[src/rtl/iack_pkg.sv]
package iack_pkg;
  function automatic logic [31:0] link_id(input logic [31:0] base, input int idx);
    return base + 32'(idx);
  endfunction
endpackage

[src/rtl/ack_link_node.sv]
module ack_link_node #(
  parameter int          ID_W    = 8,
  parameter logic [ID_W-1:0] NODE_ID = '0
) (
  input  logic            clk,
  input  logic            rst,
  input  logic            req_set,
  input  logic            sw_clr,
  input  logic            ack_in,
  output logic            ack_out,
  output logic [ID_W-1:0] id_drive,
  output logic            pending,
  output logic            holding
);
  logic pend_q, seen_q, hold_q, hold_now, done;

  // The decision is taken on the rising cycle, then frozen until ack falls.
  always_comb begin
    hold_now = ack_in & (seen_q ? hold_q : pend_q);
    ack_out  = ack_in & ~hold_now;
    id_drive = hold_now ? NODE_ID : '0;
    done     = seen_q & ~ack_in & hold_q;
  end

  always_ff @(posedge clk) begin
    if (rst) begin
      pend_q <= 1'b0;
      seen_q <= 1'b0;
      hold_q <= 1'b0;
    end else begin
      seen_q <= ack_in;
      hold_q <= hold_now;
      if (req_set)             pend_q <= 1'b1;
      else if (sw_clr || done) pend_q <= 1'b0;
    end
  end

  assign pending = pend_q;
  assign holding = hold_now;
endmodule

[src/rtl/id_bus_merge.sv]
module id_bus_merge #(
  parameter int LANES = 4,
  parameter int W     = 8
) (
  input  logic [LANES*W-1:0] lanes,
  output logic [W-1:0]       merged
);
  always_comb begin
    merged = '0;
    for (int i = 0; i < LANES; i++) merged |= lanes[i*W +: W];
  end
endmodule

[src/rtl/iack_chain.sv]
module iack_chain #(
  parameter int              N_NODES = 4,
  parameter int              ID_W    = 8,
  parameter logic [ID_W-1:0] ID_BASE = 8'h20
) (
  input  logic               clk,
  input  logic               rst,
  input  logic               cpu_ack,
  input  logic [N_NODES-1:0] req_set,
  input  logic [N_NODES-1:0] sw_clr,
  output logic               chain_ack_out,
  output logic [N_NODES-1:0] pending,
  output logic [ID_W-1:0]    id_bus,
  output logic               id_valid
);
  localparam int BUS_BITS = N_NODES * ID_W;

  logic [N_NODES:0]    ack_link;
  logic [BUS_BITS-1:0] lanes;
  logic [N_NODES-1:0]  claim_vec;
  logic [ID_W-1:0]     merged;
  logic [ID_W-1:0]     id_q;
  logic                valid_q;

  assign ack_link[0] = cpu_ack;

  for (genvar g = 0; g < N_NODES; g++) begin : g_link
    localparam logic [ID_W-1:0] THIS_ID = ID_W'(iack_pkg::link_id(32'(ID_BASE), g));
    ack_link_node #(.ID_W(ID_W), .NODE_ID(THIS_ID)) node_i (
      .clk      (clk),
      .rst      (rst),
      .req_set  (req_set[g]),
      .sw_clr   (sw_clr[g]),
      .ack_in   (ack_link[g]),
      .ack_out  (ack_link[g+1]),
      .id_drive (lanes[g*ID_W +: ID_W]),
      .pending  (pending[g]),
      .holding  (claim_vec[g])
    );
  end

  id_bus_merge #(.LANES(N_NODES), .W(ID_W)) merge_i (
    .lanes  (lanes),
    .merged (merged)
  );

  always_ff @(posedge clk) begin
    if (rst) begin
      id_q    <= '0;
      valid_q <= 1'b0;
    end else begin
      id_q    <= merged;
      valid_q <= |claim_vec;
    end
  end

  assign chain_ack_out = ack_link[N_NODES];
  assign id_bus        = id_q;
  assign id_valid      = valid_q;
endmodule

[config.mk]
export PLATFORM = sky130hd
export DESIGN_NAME = iack_chain
export DESIGN_NICKNAME = d
export VERILOG_FILES = /design/src/rtl/iack_pkg.sv /design/src/rtl/ack_link_node.sv /design/src/rtl/id_bus_merge.sv /design/src/rtl/iack_chain.sv
export SDC_FILE = /design/constraint.sdc
export NUM_CORES = 1
export LEC_CHECK = 0
export ABC_AREA = 1
export BUFFER_PORTS_ARGS = -buffer_cell sky130_fd_sc_hd__buf_2
export CORE_UTILIZATION = 40
export CTS_BUF_LIST = sky130_fd_sc_hd__clkbuf_4
export CTS_CLUSTER_SIZE = 12
export DETAILED_ROUTE_END_ITERATION = 10
export PLACE_DENSITY = 0.66
export SYNTH_ARGS = -nofsm -noshare
export SYNTH_HDL_FRONTEND = slang
export SYNTH_SLANG_ARGS = --single-unit
[constraint.sdc]
create_clock -name clk -period 1.62 [get_ports clk]
set_input_delay 0.324 -clock clk [delete_from_list [all_inputs] [get_ports clk]]
set_output_delay 0.324 -clock clk [all_outputs]
set_load 0.005 [all_outputs]
==> key figures <==
Status
  • Outcome: finished, final reports clean

STA
  • Final Hold Viols: 0
  • Hold_ws: 271 ps
  • Pins Over Slew Limit: 0
  • Setup Skew: 4.77 ps
  • Setup ws final: 94.8 ps
  • Fmax: roughly 0.66 GHz
  • Ratio of final minimum period to clock period: 94.1%
  • RSZ-0062 raised after global routing: no
  • Setup violators final: 0
  • Fin crit period: 1530 ps
  • Setup TNS Final: 0 ps

Placed design
  • Port buffer count: 19
  • Worst slack, placed: 299 ps
  • HPWL Detailed: 871 µm
  • Routability cong.: 0.679

Pwr
  • Comb power frac: 15.0%
  • Pwr/cell area: 890 nW/µm²
  • Lkg Pwr: 0.000489 µW
  • Switching power: 181 µW
  • Clk pwr share: a little over a quarter
  • Sw frac: 24.7%
  • Cell-internal power: between 500 and 600 µW
  • Power share of the sequential group: 58.0%
  • Total Power: between 700 and 800 µW
  • Max VDD drop: 0.432 mV

Worst setup path
  • WP data arrival: 1200 ps
  • Critical path buffers and inverters: 2
  • Worst Setup End Kind: output port
  • Critical path cell sequence: inv_1 -> nand2_2 -> nand3_4 -> nor2_4 -> nand2_4 -> nor2_1 -> buf_2
  • Startpoint types: flip-flop
  • Worst path slowest cell: dfxtp_2
  • Worst Path Class, Setup: flip-flop to output port
  • Crit path max-delay family: simple AND/OR/NAND/NOR gates
  • CP max stage delay: around 340 ps
  • Maximum fanout along the worst path: 3
  • Required @ worst endpoint: 1300 ps

Drt
  • Routed wire length: 1070 µm
  • Vias per cell: 4.39
  • Antenna Nets Post-Route: 0
  • Via count: 531
  • WL/cell: 8.83 µm
  • TritonRoute pass-1 iters: 6
  • First DRT Iteration DRCs: 8
  • Remaining DRCs: 0

Synthesis
  • Seq/Total Area, Yosys: 45.1%
  • Area contributors post-synth: dfxtp_1 (45%), buf_4 (9.5%), inv_1 (8.5%), nand2_1 (5.8%), nand2_4 (4.8%)
  • Seq cells post-synth: 16
  • Synth warn: 0
  • Post-synth top area share: a little under half
  • Synth Flop Type: dfxtp_1
  • Synthesized instance count: between 80 and 90
  • Netlist Area Pre-Place: between 700 and 800 µm²
  • Top post-synthesis cells by count: dfxtp_1 (16), inv_1 (16), nand2_1 (11)
  • Synth unique cells: 19
  • Syn_area_per_cell: 8.36 µm²
  • Number of flops mapped to enable cells by yosys: 0
  • Biggest area consumer among synthesized cells: dfxtp_1
  • Share of flip-flops with an asynchronous set or reset: 0%

Floorplan
  • Die X: around 44 µm
  • Num rows: 14
  • Die ar.: between 1500 and 2000 µm²
  • Starting density of the core: 45.1%
  • Core area: 1580 µm²
  • Ports: 25
  • Die Height: between 40 and 50 µm

Clocking
  • CTS tree: done
  • H-Tree Depth: 1
  • Clock Latency Late Sink: 280 ps
  • CTS Buf Count: 3
  • Clock transition at path regs: 80 ps
  • Root Buffer: clkbuf_4
  • CTS sink cnt: 16
  • Deepest clock path buffer count: 2
  • Hold Buf Count CTS: 0

Min path
  • Tightest Hold Check Type: primary input to flip-flop

Global routing
  • GRT overflow: 0
  • Initial antenna violation count: 0
  • Pin count of the biggest net entering global routing: 9
  • Vias in the first global route: 489
  • First-pass GRT wire length: 1770 µm
  • All-Layer GR Usage: 12.8%

Cells and area
  • Share of post-route cells with drive strength above 1: 37.1%
  • Nets@finish: approximately 120
  • Final core occ: 52.3%
  • Antenna Cells: 0
  • Area Growth Syn to Fin: 16.0%

Flow run
  • Total of max-cap violations: 0
## layout make-up
| cell class | count | area [µm²] |
|---|---|---|
| tap | 16 | 20.0 |
| clock buffer | 3 | 22.5 |
| inverter | 17 | 63.8 |
| sequential | 16 | 323 |
| timing repair buffer | 23 | 125 |
| multi-input combinational | 46 | 270 |
| fill | 156 | 752 |
## placed cells by master (no fill, tap or decap), drive strengths merged
| cell type | n |
|---|---|
| nand3b | 1 |
| nand2 | 16 |
| nor3 | 1 |
| o211ai | 1 |
| nand3 | 4 |
| o21ai | 2 |
| buf | 23 |
| inv | 17 |
| dfxtp | 16 |
| a21oi | 6 |
| conb | 5 |
| clkbuf | 3 |
| nor2 | 10 |
## power groups by stage
stage | registers, µW | logic [µW] | clock network [µW]
finish | 425 | 110 | 199
global route | 428 | 124 | 225
CTS | 425 | 107 | 212
detailed placement | 433 | 103 | 0
global placement | 433 | 101 | 0
floorplan | 434 | 82.0 | 0
## state kept, by name, summed over array words and instances, names as in the netlist
register               cells
g_link.node_i.hold_q       4
g_link.node_i.pending      4
id_bus                     3
g_link.node_i.seen_q       4
id_valid                   1
## stage by stage
step                std cells  instance area, µm²
floorplan                  89                 726
global placement          116                 774
detailed placement        116                 774
CTS                       120                 805
global route              121                 825
finish                    121                 825
## what timing repair did
item / CTS / global route
cloned: 0 / 0
setup endpoints to repair: 1 / 1
setup buffers: 1 / 1
pin swaps: 1 / 1
gates resized for setup: 0 / 4
## metal layers
layer  GRT usage, %  share of wire, %
met1           13.5                44
met2           21.8                48
met3           2.45               5.3
met4           10.9               2.5
met5              0                 0
## kinds of logic (layout without fill, tap and decap cells)
group | after synthesis | in the layout | share of synthesized area, %
flip-flops | 16 | 16 | 45.1
buffers and inverters | 27 | 43 | 20.4
other | 1 | 5 | 0.528
AND/OR/NAND/NOR | 32 | 32 | 27.3
AO/OA/AOI/OAI | 9 | 9 | 6.69
## worst min-delay path, stage by stage
cell	delay (ps)
buf_2	90
inv_1	40
a21oi_1	50
## path summary, 6_finish.rpt
| kind | start | depth (start not counted) | slack [ps] | to |
|---|---|---|---|---|
| worst max-delay path | g_link[0].node_i.seen_q$_SDFF_PP0_ | 7 | 90 | chain_ack_out |
| worst max register to register | g_link[0].node_i.seen_q$_SDFF_PP0_ | 9 | 490 | id_bus[5]$_SDFF_PP0_ |
| worst min-delay path | req_set[0] | 3 | 270 | g_link[0].node_i.pending$_SDFFE_PP0P_ |
| worst min register to register | g_link[1].node_i.pending$_SDFFE_PP0P_ | 2 | 520 | g_link[1].node_i.pending$_SDFFE_PP0P_ |
Note: power is estimated with default switching activity, not from simulation.
